<file path="config.mk">
export PLATFORM = sky130hd
export DESIGN_NAME = prio_irq_ctrl
export DESIGN_NICKNAME = d
export VERILOG_FILES = /design/src/rtl/prio_irq_pkg.sv /design/src/rtl/prio_irq_lvl.sv /design/src/rtl/prio_irq_arb.sv /design/src/rtl/prio_irq_ctrl.sv
export SDC_FILE = /design/constraint.sdc
export NUM_CORES = 1
export LEC_CHECK = 0
export BUFFER_PORTS_ARGS = -buffer_cell sky130_fd_sc_hd__buf_2
export CAP_MARGIN = 20
export CORE_ASPECT_RATIO = 2
export CORE_MARGIN = 2
export CORE_UTILIZATION = 45
export CTS_BUF_LIST = sky130_fd_sc_hd__clkbuf_16
export DETAILED_ROUTE_END_ITERATION = 8
export PLACE_DENSITY = 0.76
export REMOVE_ABC_BUFFERS = 1
export SYNTH_ARGS = -nofsm -noshare
export SYNTH_HDL_FRONTEND = slang
export SYNTH_SLANG_ARGS = --single-unit
</file>
<file path="constraint.sdc">
create_clock -name clk_i -period 2.7 [get_ports clk_i]
set_input_delay 0.54 -clock clk_i [delete_from_list [all_inputs] [get_ports clk_i]]
set_output_delay 0.54 -clock clk_i [all_outputs]
set_load 0.01 [all_outputs]
</file>
<file path="src/rtl/prio_irq_pkg.sv">
`timescale 1ns/1ps
package prio_irq_pkg;
  typedef enum logic [1:0] {
    LV_IDLE  = 2'd0,
    LV_ARMED = 2'd1,
    LV_PEND  = 2'd2,
    LV_ACT   = 2'd3
  } lvl_st_e;

  typedef enum logic [2:0] {
    OP_NOP    = 3'd0,
    OP_ARM    = 3'd1,
    OP_DISARM = 3'd2,
    OP_EN     = 3'd3,
    OP_DIS    = 3'd4,
    OP_CLR    = 3'd5,
    OP_FORCE  = 3'd6,
    OP_RSV    = 3'd7
  } cmd_op_e;
endpackage

</file>
<file path="src/rtl/prio_irq_lvl.sv">
`timescale 1ns/1ps
module prio_irq_lvl
  import prio_irq_pkg::*;
(
  input  logic    clk_i,
  input  logic    rst_ni,
  input  logic    req_i,
  input  logic    cmd_hit_i,
  input  cmd_op_e cmd_op_i,
  input  logic    take_i,
  output lvl_st_e st_o,
  output logic    en_o
);
  lvl_st_e st_q, st_d;
  logic    en_q, en_d;
  logic    st_cmd;

  always_comb begin
    st_cmd = cmd_hit_i && (cmd_op_i == OP_ARM || cmd_op_i == OP_DISARM ||
                           cmd_op_i == OP_CLR || cmd_op_i == OP_FORCE);
    st_d = st_q;
    if (st_cmd) begin
      unique case (cmd_op_i)
        OP_ARM:    if (st_q != LV_ACT) st_d = LV_ARMED;
        OP_DISARM: st_d = LV_IDLE;
        OP_CLR:    if (st_q == LV_ACT) st_d = LV_ARMED;
        OP_FORCE:  if (st_q == LV_PEND) st_d = LV_ACT;
        default:   st_d = st_q;
      endcase
    end else if (take_i) begin
      st_d = LV_ACT;
    end else if (req_i && st_q == LV_ARMED) begin
      st_d = LV_PEND;
    end
  end

  always_comb begin
    en_d = en_q;
    if (cmd_hit_i && cmd_op_i == OP_EN)  en_d = 1'b1;
    if (cmd_hit_i && cmd_op_i == OP_DIS) en_d = 1'b0;
  end

  always_ff @(posedge clk_i or negedge rst_ni) begin
    if (!rst_ni) begin
      st_q <= LV_IDLE;
      en_q <= 1'b0;
    end else begin
      st_q <= st_d;
      en_q <= en_d;
    end
  end

  assign st_o = st_q;
  assign en_o = en_q;


  pend_to_act_chk: assert property (@(posedge clk_i) disable iff (!rst_ni)
    (st_q == LV_PEND && !take_i && !(cmd_hit_i && cmd_op_i == OP_FORCE)) |=> st_q != LV_ACT);

  idle_hold_chk: assert property (@(posedge clk_i) disable iff (!rst_ni)
    (st_q == LV_IDLE && !cmd_hit_i) |=> st_q == LV_IDLE);

  act_hold_chk: assert property (@(posedge clk_i) disable iff (!rst_ni)
    (st_q == LV_ACT && !cmd_hit_i) |=> st_q == LV_ACT);

  en_hold_chk: assert property (@(posedge clk_i) disable iff (!rst_ni)
    !(cmd_hit_i && (cmd_op_i == OP_EN || cmd_op_i == OP_DIS)) |=> $stable(en_q));
endmodule

</file>
<file path="src/rtl/prio_irq_arb.sv">
`timescale 1ns/1ps
module prio_irq_arb #(
  parameter int N_LVL = 8,
  localparam int IW   = (N_LVL > 1) ? $clog2(N_LVL) : 1
) (
  input  logic [N_LVL-1:0] elig_i,
  input  logic [N_LVL-1:0] act_i,
  input  logic             open_i,
  input  logic             ack_i,
  output logic             grant_vld_o,
  output logic [IW-1:0]    grant_idx_o,
  output logic [N_LVL-1:0] take_o
);
  logic          hit;
  logic          gv;
  logic [IW-1:0] gi;

  // first active-or-eligible level from the top wins; an active one blocks the rest
  always_comb begin
    hit = 1'b0;
    gv  = 1'b0;
    gi  = '0;
    for (int i = 0; i < N_LVL; i++) begin
      if (!hit && (act_i[i] || elig_i[i])) begin
        hit = 1'b1;
        gv  = elig_i[i] && !act_i[i];
        gi  = IW'(i);
      end
    end
    if (!open_i) gv = 1'b0;
    if (!gv) gi = '0;
  end

  assign grant_vld_o = gv;
  assign grant_idx_o = gi;
  assign take_o      = (ack_i && gv) ? (N_LVL'(1) << gi) : '0;
endmodule

</file>
<file path="src/rtl/prio_irq_ctrl.sv">
`timescale 1ns/1ps
module prio_irq_ctrl
  import prio_irq_pkg::*;
#(
  parameter int N_LVL = 8,
  parameter int N_GRP = 3,
  localparam int GW   = $clog2(N_GRP + 1),
  localparam int IW   = (N_LVL > 1) ? $clog2(N_LVL) : 1,
  // per level: GW-bit group number, 0 = ungrouped
  parameter logic [GW*N_LVL-1:0] GRP_MAP = 16'hE4E4
) (
  input  logic               clk_i,
  input  logic               rst_ni,
  input  logic [N_LVL-1:0]   req_i,
  input  logic [N_GRP-1:0]   grp_inh_i,
  input  logic               intr_pt_i,
  input  logic               ack_i,
  input  logic               cmd_vld_i,
  input  logic [2:0]         cmd_op_i,
  input  logic [N_LVL-1:0]   cmd_sel_i,
  output logic               grant_vld_o,
  output logic [IW-1:0]      grant_idx_o,
  output logic [2*N_LVL-1:0] lvl_state_o,
  output logic [N_LVL-1:0]   lvl_en_o
);
  cmd_op_e           op;
  lvl_st_e           st_w [N_LVL];
  logic [N_LVL-1:0]  en_w;
  logic [N_LVL-1:0]  inh_w;
  logic [N_LVL-1:0]  elig_w;
  logic [N_LVL-1:0]  act_w;
  logic [N_LVL-1:0]  take_w;

  assign op = cmd_op_e'(cmd_op_i);

  for (genvar i = 0; i < N_LVL; i++) begin : g_lvl
    localparam int GRP = int'(GRP_MAP[GW*i +: GW]);

    if (GRP == 0 || GRP > N_GRP) begin : g_free
      assign inh_w[i] = 1'b0;
    end else begin : g_grp
      assign inh_w[i] = grp_inh_i[GRP-1];
    end

    prio_irq_lvl u_lvl (
      .clk_i     (clk_i),
      .rst_ni    (rst_ni),
      .req_i     (req_i[i]),
      .cmd_hit_i (cmd_vld_i && cmd_sel_i[i]),
      .cmd_op_i  (op),
      .take_i    (take_w[i]),
      .st_o      (st_w[i]),
      .en_o      (en_w[i])
    );

    assign elig_w[i] = (st_w[i] == LV_PEND) && en_w[i] && !inh_w[i];
    assign act_w[i]  = (st_w[i] == LV_ACT);
    assign lvl_state_o[2*i +: 2] = st_w[i];
  end

  assign lvl_en_o = en_w;

  prio_irq_arb #(.N_LVL(N_LVL)) u_arb (
    .elig_i      (elig_w),
    .act_i       (act_w),
    .open_i      (intr_pt_i),
    .ack_i       (ack_i),
    .grant_vld_o (grant_vld_o),
    .grant_idx_o (grant_idx_o),
    .take_o      (take_w)
  );


  grant_open_chk: assert property (@(posedge clk_i) disable iff (!rst_ni)
    grant_vld_o |-> intr_pt_i);

  grant_pend_chk: assert property (@(posedge clk_i) disable iff (!rst_ni)
    grant_vld_o |-> (lvl_state_o[2*grant_idx_o +: 2] == 2'd2 && lvl_en_o[grant_idx_o]));

  grant_nest_chk: assert property (@(posedge clk_i) disable iff (!rst_ni)
    grant_vld_o |-> ((act_w & ((N_LVL'(1) << grant_idx_o) - N_LVL'(1))) == '0));

  take_one_chk: assert property (@(posedge clk_i) disable iff (!rst_ni)
    $onehot0(take_w));
endmodule

</file>
# Yosys cells after proc, flatten, opt, wreduce, memory -nomap -nowiden
# Index checks and enable logic that the tools add are counted.
# word_totals
word_cells	307
mem_count	0
latchBits	0
input_bits	27
reg_bits	24
out_inout_bits	28
mem_bits_rw	0
mem_bits_ro	0
# op_classes
n_div	0
n_bitwise	0
n_mul	0
n_shift	1
add_sub_neg	0
n_lt_le_gt_ge	0
n_mux	97
n_reduce_logical	123
eq_ne	70
# op_table
cell	n
2-to-1 mux 2 bit	50
logical AND 1 bit	70
!= test 3 bit, second input constant	23
case mux 2 bit (4 select lines)	8
!= test 5 bit, second input constant	8
AND reduction 5 bit	8
2-to-1 mux 1 bit	33
== test 2 bit, second input constant	16
nonzero test 3 bit	8
logical NOT 1 bit	18
== test 2 x 1 -> 1 bit, second input constant	8
!= test 2 bit, second input constant	8
nonzero test 2 bit	8
2-to-1 mux 3 bit	5
logical OR 1 bit	11
== test 3 bit, second input constant	3
2-to-1 mux 8 bit	1
<< shifter 1 x 3 -> 8 bit, first input constant	1
== test 3 x 2 -> 1 bit, second input constant	2
== test 3 x 1 -> 1 bit, second input constant	1
!= test 3 x 2 -> 1 bit, second input constant	1

# Logic depth before layout (Yosys ltp)
# Gate-level depths: netlist of the first run.
# logic_depth
word_depth	31
ltp_mapped	9
ltp_nobuf	8

# Hierarchy
# A second synthesis of the first run with hierarchy kept.
# unflattened
cells_unflattened	343
area_unflattened_um2	2762.6
# modules_own_cells
mod	n_inst	cells_each	seq_area_each_um2	area_each_um2
prio_irq_lvl at g_lvl[3].u_lvl ...	5	33	75.1	264.0
prio_irq_lvl at g_lvl[1].u_lvl ...	2	32	75.1	281.5
prio_irq_arb	1	58	0.0	410.4
prio_irq_lvl at g_lvl[0].u_lvl	1	32	75.1	271.5
prio_irq_ctrl	1	24	0.0	197.7

# Least setup slack after synthesis of the first run
# Ideal clock, no wire load.
# synth_timing
path_type	flip-flop to output port
start	reg g_lvl[1].u_lvl.st_q[0]
end	out grant_idx_o[0]
slack_ns	0.299
t_arrival_ns	1.861
stages_incl_launch_ff	8
path_cell_list	dfrtp_1 > buf_6 > o21ai_4 > and4_4 > o211ai_1 > and2_4 > buf_6 > a2111oi_2
# synth_between
elab_chain_len	26
word_cells_on_any_way	42
cone_classes	eq/ne: 2; mux: 22; reduce/logical: 18
# synth_rtl
element	line_no	text
from (decl)	prio_irq_lvl.sv:14	lvl_st_e st_q, st_d;
from (signal assigned)	prio_irq_lvl.sv:48	st_q <= st_d;
== test 2 bit	prio_irq_ctrl.sv:56	assign elig_w[i] = (st_w[i] == LV_PEND) && en_w[i] && !inh_w[i];
logical AND 1 bit (2 in a row)	prio_irq_ctrl.sv:56	
logical OR 1 bit	prio_irq_arb.sv:24	if (!hit && (act_i[i] || elig_i[i])) begin
logical AND 1 bit	prio_irq_arb.sv:24	
2-to-1 mux 1 bit	prio_irq_arb.sv:24	
logical NOT 1 bit	prio_irq_arb.sv:24	
logical AND 1 bit	prio_irq_arb.sv:24	
2-to-1 mux 1 bit	prio_irq_arb.sv:24	
(+9 left out)	--	
logical NOT 1 bit	prio_irq_arb.sv:24	
logical AND 1 bit	prio_irq_arb.sv:24	
2-to-1 mux 1 bit	prio_irq_arb.sv:24	
logical NOT 1 bit	prio_irq_arb.sv:24	
logical AND 1 bit	prio_irq_arb.sv:24	
2-to-1 mux 1 bit	prio_irq_arb.sv:24	
2-to-1 mux 1 bit	prio_irq_arb.sv:30	if (!open_i) gv = 1'b0;
2-to-1 mux 3 bit *	prio_irq_arb.sv:31	if (!gv) gi = '0;
to (decl)	prio_irq_ctrl.sv:22	output logic [IW-1:0] grant_idx_o,
# Every way passes the cells marked *; elsewhere a longest branch is shown, timed or not.

# Worst setup path after layout of the first run
# layout_timing
start	reg g_lvl[6].u_lvl.en_q
end	out grant_idx_o[1]
# layout_between
elab_chain_len	10
word_cells_on_any_way	14
cone_classes	mux: 7; reduce/logical: 7
# layout_rtl
element	line_no	text
from (decl)	prio_irq_lvl.sv:15	logic en_q, en_d;
from (signal assigned)	prio_irq_lvl.sv:49	en_q <= en_d;
logical AND 1 bit * (2 in a row)	prio_irq_ctrl.sv:56	
logical OR 1 bit	prio_irq_arb.sv:24	
logical AND 1 bit	prio_irq_arb.sv:24	
2-to-1 mux 1 bit	prio_irq_arb.sv:24	
logical NOT 1 bit	prio_irq_arb.sv:24	
logical AND 1 bit	prio_irq_arb.sv:24	
2-to-1 mux 1 bit	prio_irq_arb.sv:24	
2-to-1 mux 1 bit	prio_irq_arb.sv:30	
2-to-1 mux 3 bit *	prio_irq_arb.sv:31	
# Marked as above.

==> results.toml, run 1 <==
[run_status]
status = "finished, final reports clean"

[detailed_routing]
dr_total_vias = 2328
routed-wl-met2_um = 3690
dr.max_layer_used = "met4"
met3WireLength_um = 286
via_per_inst = 6.18
wire_per_inst_um = 18.2
firstDrtPassIters = 5
routed_wl_um = 6860
wl_met1_um = 2410
detail-route-antenna-nets = 0
drt_iter0_markers = 127
drc = 0

[sta]
fmax_mhz = 386
postLayoutSetupSlackWorst_ps = 110
worstMarginPinSlew_ps = 587
finalCritPeriodShare_pct = 95.9
slew_violations = 0
whs_ps = 263
fin_crit_ps = 2590
setup_viol = 0
skew_ps = 7.72
slew_headroom_pct = 60.9
hold_viol = 0

[cts]
tritoncts = "built"
cts-root-buf = "clkbuf_16"
cts-hold-fix-buffers = 0
ctsHtreeMaxLevel = 1
cts_made_buffers = 3
path_clk_slew_ps = 70
clk-insertion-delay-late_ps = 270
cts.path.max_buffers = 2
cts.sinks = 24

[critical_path]
rr_startpoint = "g_lvl[7].u_lvl.en_o"
criticalPathCategory = "reg -> out"
worstPathRequired_ps = 2160
r2r_setup_slack_ps = 560
start_kind = "register"
reg2reg_to = "g_lvl[2].u_lvl.st_o[0]"
crit_fanout = 4
crit_path_end_kind = "output pin"
reg2reg_depth = 6
crit_arrival_ps = 2050

[global_route]
first_global_vias = 2209
grt.overflow.total = 0
grt_max_degree = 25
grt_usage_pct = 26.8
antenna_found_initial = 0
grt_pass1_wl_um = 10400

[layout]
fill_cells = 397
n_antenna_cell = 0
final_nets = 355
drive_gt1_share_pct = 31.6
synthToLayoutAreaGrowth_pct = 26.6

[placement]
gp_congestion = 0.967
io_buffers = 54
pre_cts_ws_ps = 125
dp.final_hpwl_um = 5180

[logic_synthesis]
syn-cell-area_mm2 = 0.00206
synth_top_flop_cell = "dfrtp_1"
syn_avg_cell_area_um2 = 7.92
synth_xor_area_share_pct = 0.851
ys_types = 53
syn_inst = 260
synth_compound_area_share_pct = 34.4
synthMuxAreaShare_pct = 2.61
synth-edff-count = 0
synth_top_family_by_area = "compound AO/OA/AOI/OAI gates"
synthArstFlopShare_pct = 100
ys_ff_latch = 24
ys_warn_count = 0
synth-simple-area-share_pct = 24.0
synthAdderAreaFrac_pct = 2.43
synth-seq-area-share_pct = 29.2

[power_and_ir_drop]
total_power_mw = 2.24
power_density_mw_per_mm2 = 861
power_leakage_nw = 1.20
ir_drop_uv = 442

[floorplan]
die_h_um = 99.6
core_area_mm2 = 0.00438
dieWidth_um = 51.8
start_util_pct = 47.0
core.rowCount = 34
io_pins = 55
dieArea_mm2 = 0.00516

[job]
maxCapViolCount = 0

[hold_path]
min_path_type = "in -> async"
power breakdown:
group | switching [mW] | leakage (nW) | internal, mW
combinational | 0.620 | 0.893 | 0.533
clock | 0.143 | 0.0511 | 0.295
sequential | 0.195 | 0.252 | 0.458
flip-flops by register name, summed over array words and instances (netlist names):
signal	count
g_lvl.u_lvl.en_o	8
g_lvl.u_lvl.st_o	16
placed cells by master (no fill, tap or decap), types with 6 or more instances in the layout:
master    netlist  final
a22o_1          9      9
nand2_1        49     49
buf_2           0     54
dfrtp_1        24     22
nand3_1         6      6
nor2_1          8      8
nand2b_1        7      7
buf_4           8     21
inv_1           7      7
a21oi_1        20     20
o21ai_0        28     27
layer usage:
layer / vias to the layer above / GRT usage [%]
li1: 1088 / -
met1: 1094 / 27.1
met2: 112 / 49.0
met3: 34 / 2.10
met4: 0 / 18.2
met5: - / 0
worst max-delay path by stage:
stage               cells after the start  slack (ps)        endpoint           startpoint
floorplan                               6         390  grant_idx_o[0]         grp_inh_i[0]
global placement                        8         140  grant_idx_o[0]         grp_inh_i[2]
detailed placement                      8         130  grant_idx_o[0]         grp_inh_i[2]
CTS                                     7           3  grant_idx_o[0]  g_lvl[1].u_lvl.en_o
global route                            7         -70  grant_idx_o[1]  g_lvl[7].u_lvl.en_o
finish                                  6         110  grant_idx_o[1]  g_lvl[6].u_lvl.en_o
synth_stat cells (2+ instances only):
library cell,n,share of area [%]
o31ai_1,4,1.5
ha_1,4,2.4
o21a_1,5,1.8
o21ai_0,28,6.8
a21oi_1,20,4.9
clkbuf_1,6,1.1
mux2_2,3,1.6
nand3_1,6,1.5
nand2_1,49,8.9
mux2i_1,2,0.97
a22o_1,9,3.8
a31oi_1,6,1.8
dfrtp_1,24,29
and2_1,4,1.2
buf_4,8,2.9
a211o_1,3,1.3
inv_1,7,1.3
o211ai_1,3,1.1
nand2b_1,7,2.1
buf_6,2,1.1
nor2_1,8,1.5
nand4_1,3,0.91
o2bb2ai_1,2,0.85
nor2b_1,6,1.8
o41ai_2,2,1.6
nor3b_1,2,0.73
xor2_1,2,0.85
o31a_1,2,0.85
o21ai_2,2,0.85
and3_1,4,1.2
nor3_1,3,0.73
a41o_1,3,1.5
per-stage QoR:
stage                     utilization (%)  std cells  area, µm²  TNS [ps]
after floorplan                         -        243       1950         0
after global placement               54.3        363       2380         0
after detailed placement             54.3        363       2380         0
after CTS                            57.2        370       2500         0
after global routing                 59.5        377       2610      -238
final                                59.5        377       2610         0
critical path, stage by stage, from the launching register on:
cell and delay [ps]:
dfrtp_1 410, nor2b_1 250, o21ai_0 150, a211oi_1 410, o211ai_1 200, nor3_1 200
buf_2 170
final cells by class:
cell class              instances  area, µm²  area share [%]
multi-input cells             212       1370            52.4
flip-flops and latches         24        603            23.1
repair buffers                 76        439            16.9
clock buffers                   3       75.1            2.88
well taps                      54       67.6            2.59
clock inverters                 1       30.0            1.15
inverters                       7       26.3            1.01
cell families (layout without fill, tap and decap cells):
| logic type | after synthesis | count (layout) |
|---|---|---|
| xor+xnor | 2 | 2 |
| buf+inv | 24 | 87 |
| compound gates | 102 | 102 |
| fa+ha+maj | 4 | 4 |
| flops | 24 | 24 |
| simple gates | 99 | 99 |
| mux | 5 | 5 |
repair_timing:
| item | 4_1_cts | 5_1_grt |
|---|---|---|
| endpoints found under the setup margin | 1 | 4 |
| gates resized for setup | 0 | 13 |
| pin swaps | 2 | 8 |
| buffers inserted | 3 | 7 |
(Power assumes the default switching activity.)
==> inputs of run 2 (changes only) <==
GPL_TIMING_DRIVEN = 0   (was not set)
==> results.toml, run 2 (synthesized netlist as in run 1, its figures left out) <==
[detailed_routing]
via_per_inst = 6.15
detail-route-antenna-nets = 0
drc = 0
dr_total_vias = 2239
drt_iter0_markers = 68
routed_wl_um = 6330
wire_per_inst_um = 17.4
firstDrtPassIters = 4

[critical_path]
reg2reg_depth = 6
crit_family = "simple AND/OR/NAND/NOR gates"
crit_path_end_kind = "output pin"
criticalPathCategory = "reg -> out"
rr_startpoint = "g_lvl[6].u_lvl.en_o"
critical_path.endpoint = "grant_idx_o[0]"
worstPathRequired_ps = 2160
reg2reg_to = "g_lvl[2].u_lvl.st_o[0]"
cp_slowest_cell = "dfrtp_1"
crit_start = "g_lvl[2].u_lvl.en_o"
crit_path_cell_trace = "nor2b_2 -> o21ai_2 -> and4_4 -> o211ai_1 -> and2_4 -> a2111oi_4 -> buf_2"
cp.depth = 7
crit_fanout = 6
max_stage_delay_ps = 380
cp_num_buf_inv = 1
start_kind = "register"
crit_arrival_ps = 2070
r2r_setup_slack_ps = 680

[floorplan]
core.rowCount = 34
io_pins = 55
core_area_mm2 = 0.00438
dieWidth_um = 51.8
start_util_pct = 47.0
die_h_um = 99.6
dieArea_mm2 = 0.00516

[layout]
final_common_cell = "buf_2"
final_nets = 342
fin_util_pct = 57.0
n_antenna_cell = 0
fill_cells = 437
design_area_mm2 = 0.00250
layout_common_cells = "buf_2, nand2_1, o21ai_0"
largest_reg_flops = 16
drive_gt1_share_pct = 29.0
synthToLayoutAreaGrowth_pct = 21.3

[cts]
tritoncts = "built"
cts.path.max_buffers = 2
cts-root-buf = "clkbuf_16"
cts.sinks = 24
cts_made_buffers = 3
path_clk_slew_ps = 60
ctsHtreeMaxLevel = 1
cts-hold-fix-buffers = 0
clk-insertion-delay-late_ps = 260

[sta]
worstMarginPinSlew_ps = 653
fin_crit_ps = 2610
skew_ps = 4.08
rsz0062_at_grt = "no"
slew_violations = 0
setup_viol = 0
hold_viol = 0
finalCritPeriodShare_pct = 96.8
slew_headroom_pct = 56.4
postLayoutSetupSlackWorst_ps = 86.9
fin_setup_tns_ps = 0
fmax_mhz = 383

[power_and_ir_drop]
ir_drop_uv = 400
total_power_mw = 2.11
power_density_mw_per_mm2 = 845
power_leakage_nw = 1.13

[run_status]
status = "finished, final reports clean"

[global_route]
grt_pass1_wl_um = 9900
grt_max_degree = 25
grt_usage_pct = 25.4
first_global_vias = 2156
antenna_found_initial = 0
grt.overflow.total = 0

[placement]
pre_cts_ws_ps = 26.3
placed_area_mm2 = 0.00229
io_buffers = 54
gp_congestion = 0.973
dp.final_hpwl_um = 4690

[hold_path]
min_path_type = "in -> async"

[job]
maxCapViolCount = 0
==> run 2: how the worst min path moves through the flow <==
stage / from / cells past startpoint / end
2_1_floorplan: rst_ni / 0 / g_lvl[0].u_lvl.en_o
3_3_place_gp: g_lvl[7].u_lvl.en_o / 2 / g_lvl[7].u_lvl.en_o
3_5_place_dp: g_lvl[3].u_lvl.en_o / 2 / g_lvl[3].u_lvl.en_o
4_1_cts: rst_ni / 1 / g_lvl[4].u_lvl.en_o
5_1_grt: rst_ni / 1 / g_lvl[4].u_lvl.en_o
6_report: rst_ni / 1 / g_lvl[4].u_lvl.en_o
==> run 2: per-layer routing <==
metal	global-route usage (%)	routed length (µm)
met5	0	0
met4	17.4	382
met3	1.95	286
met2	46.9	3500
met1	25.0	2170
==> run 2: what timing repair did <==
item                                   CTS  global route
endpoints found under the hold margin    0             0
setup buffers                            5             4
setup endpoints to repair                2             4
gates resized for setup                  2            18
pin swaps                                3             1
==> run 2: power breakdown <==
| group | internal [mW] | switching, mW | total, mW |
|---|---|---|---|
| combinational | 0.513 | 0.600 | 1.11 |
| clock | 0.198 | 0.137 | 0.335 |
| sequential | 0.457 | 0.205 | 0.662 |
==> run 2: final cells by class <==
cell class | count | area (µm²) | share of cell area (%)
timing repair buffer | 63 | 338 | 13.5
sequential | 24 | 603 | 24.2
clock inverter | 1 | 3.75 | 0.150
clock buffer | 3 | 75.1 | 3.01
multi-input combinational | 212 | 1380 | 55.4
tap | 54 | 67.6 | 2.71
inverter | 7 | 26.3 | 1.05
==> run 2: per-stage QoR <==
stage               std cells  hold slack (ps)
global placement          351              506
floorplan                 243              244
CTS                       360              288
global route              364              316
finish                    364              276
detailed placement        351              519
==> inputs of run 3 (changes only) <==
CORE_MARGIN = 4   (was 2)
==> results.toml, run 3 (synthesized netlist as in run 1, its figures left out) <==
[power_and_ir_drop]
total_power_mw = 2.10
ir_drop_uv = 586
power_density_mw_per_mm2 = 850
power_leakage_nw = 1.12

[detailed_routing]
firstDrtPassIters = 5
routed_wl_um = 6410
via_per_inst = 5.95
dr_total_vias = 2167
drc = 0
wire_per_inst_um = 17.6
drt_iter0_markers = 53
detail-route-antenna-nets = 0

[job]
maxCapViolCount = 0

[layout]
final_nets = 342
drive_gt1_share_pct = 27.7
largest_reg_flops = 16
synthToLayoutAreaGrowth_pct = 20.0
n_antenna_cell = 0
layout_common_cells = "buf_2, nand2_1, o21ai_0"
fin_util_pct = 56.4
final_common_cell = "buf_2"

[cts]
clk-insertion-delay-late_ps = 260
cts_made_buffers = 3
tritoncts = "built"
cts-root-buf = "clkbuf_16"
cts.path.max_buffers = 2
cts.sinks = 24
ctsHtreeMaxLevel = 1
path_clk_slew_ps = 70

[sta]
rsz0062_at_grt = "yes"
finalCritPeriodShare_pct = 98.8
fmax_mhz = 375
hold_viol = 0
slew_headroom_pct = 57.4
fin_crit_ps = 2670
skew_ps = 1.13
slew_violations = 0
setup_viol = 0
worstMarginPinSlew_ps = 637

[floorplan]
dieWidth_um = 55.8
io_pins = 55
dieArea_mm2 = 0.00579
core_area_mm2 = 0.00438
die_h_um = 104
core.rowCount = 34
start_util_pct = 47.0

[placement]
gp_congestion = 0.952
io_buffers = 54
dp.final_hpwl_um = 4870

[global_route]
antenna_found_initial = 0
grt_pass1_wl_um = 10300
first_global_vias = 2167
grt_usage_pct = 22.3
grt_max_degree = 25
grt.overflow.total = 0

[critical_path]
crit_fanout = 6
start_kind = "register"
criticalPathCategory = "reg -> out"
crit_path_end_kind = "output pin"
crit_arrival_ps = 2130
worstPathRequired_ps = 2160

[hold_path]
min_path_type = "in -> async"

[run_status]
status = "finished, final reports clean"
[run 3: cell counts in the layout (fill, tap and decap cells not counted)]
No cell type changed its count.
[run 3: critical path, cell delays in order, from the launching register on]
cell,delay [ps]
dfrtp_1,410
nor2b_4,150
o21ai_4,210
buf_4,160
nand4_1,80
o2bb2ai_2,150
and2_4,190
a2111oi_4,320
buf_2,190
[run 3: worst paths after layout]
kind,start,to,slack (ps),cells after the start
max,g_lvl[1].u_lvl.en_o,grant_idx_o[0],30,8
min,rst_ni,g_lvl[3].u_lvl.en_o,270,1
min in group clk_i,g_lvl[7].u_lvl.en_o,g_lvl[7].u_lvl.en_o,510,2
max reg2reg,g_lvl[2].u_lvl.en_o,g_lvl[4].u_lvl.st_o[0],670,7
max in group asynchronous,rst_ni,g_lvl[0].u_lvl.st_o[0],2000,1
min reg2reg,g_lvl[7].u_lvl.en_o,g_lvl[7].u_lvl.en_o,510,2
[run 3: final cells by class]
type | instances | area (µm²)
fill | 419 | 1910
multi-input combinational | 212 | 1360
sequential | 24 | 602
timing repair buffer | 63 | 338
clock buffer | 3 | 75.1
tap | 54 | 67.6
inverter | 7 | 26.3
clock inverter | 1 | 3.75
[run 3: per-layer routing]
metal / vias to the layer above / track usage (%) / part of all wire, %
met3: 29 / 2.99 / 5.0
met1: 1001 / 22.4 / 35
li1: 1052 / - / -
met2: 85 / 40.2 / 53
met4: 0 / 16.8 / 7.3
met5: - / 0 / 0
[run 3: power breakdown]
group | internal [mW] | leakage [nW] | switching, mW
combinational | 0.518 | 0.825 | 0.584
clock | 0.199 | 0.0385 | 0.142
sequential | 0.457 | 0.252 | 0.198
[run 3: repair_timing]
item,in CTS,in global routing
hold buffers,0,0
gates resized for setup,2,9
buffers inserted,0,9
pin swaps,0,5
setup endpoints to repair,4,3
[run 3: through the flow]
step	setup WS (ps)	instances	hold slack (ps)	TNS [ps]	instance area [µm²]
after detailed placement	-3.33	351	502	-3.33	2290
after global placement	-40.8	351	493	-68.9	2290
after global routing	-68.9	364	328	-68.9	2470
after CTS	-45.6	355	293	-45.6	2370
final	31.6	364	274	0	2470
after floorplan	389	243	244	0	1950
